==> src/rtl/quorum_clock.sv <==
module quorum_clock #(
  parameter int DELAY = 8,
  parameter logic [15:0] SEED = 16'hACE1
) (
  input  logic       clk,
  input  logic       rst_n,
  input  logic       start,
  input  logic [7:0] fault_sel,
  output logic [3:0] clk_line
);
  localparam int CW = $clog2(DELAY + 1);

  logic [3:0]  own;
  logic [15:0] lfsr;
  logic        started_q;
  logic        q2, q3, q2_q, q3_q;
  logic        rise2, fall2, rise3, fall3;

  assign q2 = (own[0] & own[1]) | (own[0] & own[2]) | (own[0] & own[3])
            | (own[1] & own[2]) | (own[1] & own[3]) | (own[2] & own[3]);
  assign q3 = (own[0] & own[1] & own[2]) | (own[0] & own[1] & own[3])
            | (own[0] & own[2] & own[3]) | (own[1] & own[2] & own[3]);

  assign rise2 = q2 & ~q2_q;
  assign fall2 = ~q2 & q2_q;
  assign rise3 = q3 & ~q3_q;
  assign fall3 = ~q3 & q3_q;

  assign clk_line = own;

  always_ff @(posedge clk) begin
    if (!rst_n) begin
      lfsr      <= SEED;
      started_q <= 1'b0;
      q2_q      <= 1'b0;
      q3_q      <= 1'b0;
    end else begin
      lfsr      <= {1'b0, lfsr[15:1]} ^ (lfsr[0] ? 16'hB400 : 16'h0000);
      started_q <= started_q | start;
      q2_q      <= q2;
      q3_q      <= q3;
    end
  end

  for (genvar i = 0; i < 4; i++) begin : g_elem
    logic [1:0]    code;
    logic          rnd;
    logic          o;
    logic          tgt;
    logic [CW-1:0] cnt;
    logic          pend_up, pend_dn;

    assign code    = fault_sel[2*i +: 2];
    assign rnd     = lfsr[i] ^ lfsr[i+4] ^ lfsr[i+8] ^ lfsr[i+12];
    assign pend_up = (cnt != '0) & tgt;
    assign pend_dn = (cnt != '0) & ~tgt;
    assign own[i]  = o;

    always_ff @(posedge clk) begin
      if (!rst_n) begin
        o   <= 1'b0;
        tgt <= 1'b0;
        cnt <= '0;
      end else if (code != 2'd0) begin
        o   <= (code == 2'd3) ? rnd : code[1];
        cnt <= '0;
      end else if (!started_q) begin
        o <= 1'b0;
        if (start) begin
          cnt <= CW'(DELAY);
          tgt <= 1'b1;
        end
      end else begin
        if (cnt == CW'(1)) o <= tgt;
        if (cnt != '0) cnt <= cnt - CW'(1);
        if (rise3) begin
          cnt <= CW'(DELAY);
          tgt <= 1'b0;
        end else if (fall2) begin
          cnt <= CW'(DELAY);
          tgt <= 1'b1;
        end
        if (rise2 && !o && !pend_up) o <= 1'b1;
        if (fall3 && o && !pend_dn) o <= 1'b0;
      end
    end
  end
endmodule

==> config.mk <==
export PLATFORM = sky130hd
export DESIGN_NAME = quorum_clock
export DESIGN_NICKNAME = d
export VERILOG_FILES = /design/src/rtl/quorum_clock.sv
export SDC_FILE = /design/constraint.sdc
export NUM_CORES = 1
export LEC_CHECK = 0
export BUFFER_PORTS_ARGS = -buffer_cell sky130_fd_sc_hd__buf_2
export CORE_ASPECT_RATIO = 2
export CORE_UTILIZATION = 56
export CTS_BUF_LIST = sky130_fd_sc_hd__clkbuf_8
export DETAILED_ROUTE_END_ITERATION = 8
export GPL_ROUTABILITY_DRIVEN = 0
export PLACE_DENSITY = 0.85
export SLEW_MARGIN = 20
export SYNTH_ARGS = -nofsm -noshare
export SYNTH_HDL_FRONTEND = slang
export SYNTH_SLANG_ARGS = --single-unit
==> constraint.sdc <==
create_clock -name clk -period 1.7 [get_ports clk]
set_input_delay 0.34 -clock clk [delete_from_list [all_inputs] [get_ports clk]]
set_output_delay 0.34 -clock clk [all_outputs]
set_load 0.05 [all_outputs]
======== Word-level counts from Yosys, hierarchy flattened ========
Cells that the tools add are included.
word-level totals
  register bits ........................... 43
  bits in latches ......................... 0
  RAM bits ................................ 0
  memory bits (read-only) ................. 0
  output and inout bits ................... 4
  word-level logic and storage cells ...... 189
  memories kept ........................... 0
cells by class
  add/sub/neg operators ................... 4
  $mul .................................... 0
  divide/modulo/power cells ............... 0
  order comparisons ....................... 0
  eq/ne operators ......................... 17
  shift-type cells ........................ 0
  muxes and demuxes ....................... 46
  bitwise logic cells ..................... 57
  reductions and logical operators ........ 49
operators with widths
  kind                                                   count
  two-way mux 4 bit                                      17
  two-way mux 1 bit                                      28
  AND 1 bit                                              22
  inequality test 5 x 1 -> 1 bit, second input constant  4
  equality test 4 x 1 -> 1 bit, second input constant    4
  logical AND 1 bit                                      16
  two-way mux 16 bit                                     1
  inequality test 4 x 1 -> 1 bit, second input constant  4
  nonzero test 4 bit                                     4
  subtractor 4 x 1 -> 4 bit, second input constant       4
  bitwise XOR 15 x 16 -> 16 bit                          1
  NOT 1 bit                                              13
  zero test 1 bit                                        12
  AND reduction 3 bit                                    4
  bitwise XOR 1 bit                                      12
  nonzero test 2 bit                                     5
  OR 1 bit                                               9
  equality test 2 bit, second input constant             4
  AND reduction 2 bit                                    4
  OR reduction 2 bit                                     4
  inequality test 3 x 1 -> 1 bit, second input constant  1

======== Logic depth before layout (Yosys ltp) ========
  depth after elaboration ................. 13
  mapped depth ............................ 7

======== Worst setup path after synthesis ========
Ideal clock, no wire load.
  path type ............................... reg-to-reg
  start ................................... register g_elem[2].o
  end ..................................... register g_elem[0].tgt
  library setup time ...................... 0.058 ns
  arrival time ............................ 1.663 ns
  required time ........................... 1.642 ns
  path slack .............................. -0.021 ns
  stages on the path, launching flop included .. 7
  buffers on the path ..................... 2
  period minus slack after synthesis ...... 1.721 ns
  cell sequence ........................... dfxtp_1 > buf_6 > or4b_1 > o311a_1 > buf_6 > a2111oi_4 > o21a_1
on the way
  word-level cells in the longest chain between the ends .. 10
RTL lines
  element                                   line    source
  from (decl)                               48      logic o;
  from (signal assigned)                    65      o <= (code == 2'd3) ? rnd : code[1];
  from (signal assigned)                    74      if (cnt == CW'(1)) o <= tgt;
  AND 1 bit                                 19, 22
  OR 1 bit (2 in a row)                     19      assign q2 = (own[0] & own[1]) | (own[0] & own[2]) | (own[0] & own[3])
  OR 1 bit (3 in a row)                     20      | (own[1] & own[2]) | (own[1] & own[3]) | (own[2] & own[3]);
  NOT 1 bit                                 25      assign fall2 = ~q2 & q2_q;
  AND 1 bit                                 25
  inequality test 3 x 1 -> 1 bit (no line)  -
  AND reduction 3 bit (no line)             -
  to (signal assigned)                      62      tgt <= 1'b0;
  to (signal assigned)                      71      tgt <= 1'b1;
  to (signal assigned)                      78      tgt <= 1'b0;
  to (decl)                                 49      logic tgt;
Several ways; a longest one is shown, not always the timed one.
A chain may end at the register's enable or synchronous reset.

======== Worst setup path after layout ========
  start ................................... register g_elem[1].o
  end ..................................... register g_elem[0].tgt
on the way
  word-level cells in the longest chain between the ends .. 10
RTL lines
  element                                   line
  from (decl)                               48
  from (signal assigned)                    65
  from (signal assigned)                    74
  AND 1 bit                                 19, 21
  OR 1 bit (2 in a row)                     19
  OR 1 bit (3 in a row)                     20
  NOT 1 bit                                 25
  AND 1 bit                                 25
  inequality test 3 x 1 -> 1 bit (no line)  -
  AND reduction 3 bit (no line)             -
Several ways; a longest one is shown, not always the timed one.

==> parameters.txt <==
Parameter                              Value

STA
  Setup violation total in the final timing report ... 1
  Setup TNS after final layout ... -0.0134 ns
  Post-layout min period ... 1.71 ns
  Fraction of the cycle the final worst path needs ... 1.01
  Unrepaired setup endpoints after global routing ... yes
  Max Fclk ... a little under 600 MHz
  Final setup slack of the worst path ... -0.0134 ns
  Max Clock Skew ... 0.00857 ns
  Hold violation count in the final report ... 0
  Transition time at the pin with the least slew margin ... around 0.39 ns
  Number of slew-limit violations in the final report ... 0
  Worst slew margin relative to its limit ... 0.735

Hold path
  Kind of path behind the tightest hold check ... in2reg
  Start point of the worst min-delay path ... rst_n

Clock network
  Maximum root-to-sink buffer count ... 2
  CTS HTree Levels ... 2
  Clk Tree Root Cell ... sky130_fd_sc_hd__clkbuf_8
  Clock tree from TritonCTS ... built
  Inserted Clock Buffers ... 5
  Number of hold buffers added after cts ... 0
  Number of sinks on the clock net ... 43
  Insertion delay to the later sink of the worst-skew pair ... 0.31 ns
  Clock slew at reported path FFs ... 0.09 ns

Power and ir drop
  Combinational power share ... 0.163
  Static leakage power ... 1.05 nW
  Pint ... 1.81 mW
  Switching power as a share of total power ... 0.260
  Max rail drop VDD ... 0.823 mV
  Power share of the sequential group ... 0.449
  Total power divided by cell area ... 873 nW/um2
  Fraction of power consumed by the clock network ... 0.388
  Net Switching ... 637 uW

Yosys
  Leading register cell type out of synthesis ... sky130_fd_sc_hd__dfxtp_1
  Number of synthesized register bits ... 43
  Post-synth EDFFs ... 0
  Yosys Warn Count ... 0
  Post-Syn Instances ... approximately 260
  Nets in the synthesized netlist ... around 280
  Leading cell types by count after synthesis ... sky130_fd_sc_hd__dfxtp_1 (43), sky130_fd_sc_hd__nor2_1 (20), sky130_fd_sc_hd__xnor2_1 (17), sky130_fd_sc_hd__nand2_1 (13)
  Cell with the most instances after synthesis ... sky130_fd_sc_hd__dfxtp_1
  Cell area after synthesis ... 2370 um2
  Syn Area/Cell ... 9.01 um2
  Share of the yosys chip area belonging to registers ... 0.363
  Area share of the leading cell type in the synthesized netlist ... 0.363
  Leading post-synthesis cells by cell area ... sky130_fd_sc_hd__dfxtp_1 (36%), sky130_fd_sc_hd__xnor2_1 (6.3%), sky130_fd_sc_hd__ha_1 (4.8%), sky130_fd_sc_hd__nor2_1 (3.2%), sky130_fd_sc_hd__nor2b_1 (2.6%)
  Unique cell type count in the Yosys netlist ... 49
  Post-synth top area cell ... sky130_fd_sc_hd__dfxtp_1
  Async set-reset flop share out of synthesis ... 0

Placed design
  Cell total after placement ... 337
  Hpwl dp ... 4.14 mm
  Quantity of I/O buffers inserted on ports ... 14
  Cell area after placement ... ~2600 um2

Layout
  Final #Nets ... 316
  Final design utilization ... 0.687
  Area growth from synthesis to layout ... 18.4%
  Share of layout cells above drive strength 1 ... 0.246
  Cell Count, Final, Fillers Out ... between 300 and 400
  Post-route standard cell area excluding fillers ... 2810 um2
  Antenna diode count ... 0

Worst setup path
  Endpoint type of the worst setup path ... flip-flop
  Crit-path max FO ... 4
  CP Data Arrival Time ... 1.96 ns
  Critical path class ... reg2reg
  Category of the worst setup path launch point ... flip-flop
  Critical path startpoint ... g_elem[1].o
  Launch point of the worst reg-to-reg path ... g_elem[1].o
  Worst endpoint required time ... 1.95 ns

Drt
  Number of detailed-routing iterations run before antenna repair ... 4
  Routed WL ... roughly 5.7 mm
  DR iter-0 viols ... 49
  Number of vias after detailed routing ... 2097
  Via-per-instance ratio ... 6.01
  DRC viols ... 0
  Wire length per cell ... between 15 and 20 um
  Antenna Nets Post-Route ... 0

Floorplan
  Die Ht ... 94.0 um
  Effective utilization at floorplan ... 0.580
  Core Rows ... 33
  Die area ... between 4000 and 5000 um2
  Floorplan Core Area ... 4090 um2
  Top-level I/O count ... 15
  Die span in x ... 48 um

GRT
  GR met3 Demand/Resource ... 0.0558
  Maximum number of pins on one net before global-route repair ... 15
  Overflow left after global routing ... 0
  Total track usage ... 0.283
  Met2 routing resource usage after global routing ... 0.475
  Vias in the first global route ... 2000
  First-pass GRT wire length ... 9.05 mm
  M1 GR Usage ... 0.288
  Initial antenna violation count ... 0
  Most congested layer reported by global routing ... met2

Outcome
  Failing checks ... negative setup slack
  Result of the run ... finished, violations left

Run
  Max Cap Viol ... 0
==> logic make-up after synthesis <==
logic type,count (synthesis),synth area share
multiplexers,3,0.0127
flip-flops,43,0.363
AND/OR/NAND/NOR,97,0.230
AO/OA/AOI/OAI,61,0.206
XOR/XNOR,19,0.0702
adder cells (fa/ha/maj),10,0.0517
buffers and inverters,30,0.0665
==> per-stage QoR <==
step           hold WS (ns)  worst slack [ns]  power (mW)
2_1_floorplan         0.431           -0.0207        1.38
3_3_place_gp          0.442            0.0516        1.48
3_5_place_dp          0.450           -0.0236        1.49
4_1_cts               0.295           0.00253        2.44
5_1_grt               0.305           -0.0677        2.54
6_report              0.287           -0.0134        2.45
==> layout by cell type, fill, tap and decap left out, drive strengths merged, types with 5 or more instances in the layout <==
master	netlist	final
inv	13	14
o211ai	7	7
nor3b	7	7
nand3	6	6
nor2	20	20
a31oi	7	7
clkbuf	5	5
nor2b	10	10
nand2	13	13
nand4	5	5
nand2b	7	7
dfxtp	43	43
and2	7	7
xnor2	17	17
buf	12	43
ha	9	9
a21oi	12	12
==> metal layers <==
metal  vias up  part of all wire
met5         -                 0
met4         0             0.053
met3        23             0.034
met2        57              0.55
met1      1012              0.36
li1       1005                 -
==> state kept, by name, indices dropped and copies added (netlist names) <==
signal      cells
g_elem.cnt     16
g_elem.o        4
g_elem.tgt      4
lfsr           16
q2_q            1
q3_q            1
started_q       1
==> layout make-up <==
class	instances	area, um2
multi-input combinational	190	1400
fill	327	1280
sequential	43	865
timing repair buffer	43	297
clock buffer	5	68.8
tap	52	65.1
clock inverter	3	63.8
inverter	13	48.8
==> path summary, 6_finish.rpt <==
| kind | endpoint | slack (ns) | cells past startpoint |
|---|---|---|---|
| min reg2reg | lfsr[5] | 0.46 | 1 |
| max reg2reg | g_elem[0].tgt | -0.01 | 5 |
| min | lfsr[5] | 0.29 | 2 |
| max | g_elem[0].tgt | -0.01 | 5 |
==> timing repair <==
item,in CTS,in global routing
endpoints found under the setup margin,3,15
gates resized for setup,7,10
cloned,0,1
hold endpoints to repair,0,0
setup buffers,2,2
pin swaps,4,4
==> power by group through the flow <==
| stage | sequential [mW] | combinational, mW | clock, mW |
|---|---|---|---|
| 2_1_floorplan | 1.11 | 0.272 | 0 |
| 3_3_place_gp | 1.12 | 0.363 | 0 |
| 3_5_place_dp | 1.12 | 0.369 | 0 |
| 4_1_cts | 1.10 | 0.384 | 0.953 |
| 5_1_grt | 1.11 | 0.428 | 1.01 |
| 6_report | 1.10 | 0.399 | 0.951 |
==> worst max-delay path: stages, from the launching register on <==
cell                        delay [ns]
sky130_fd_sc_hd__dfxtp_2          0.33
sky130_fd_sc_hd__or4b_1           0.55
sky130_fd_sc_hd__o311a_1          0.19
sky130_fd_sc_hd__buf_6            0.15
sky130_fd_sc_hd__a2111oi_4        0.28
sky130_fd_sc_hd__o21a_1           0.15
(Power assumes the default switching activity.)
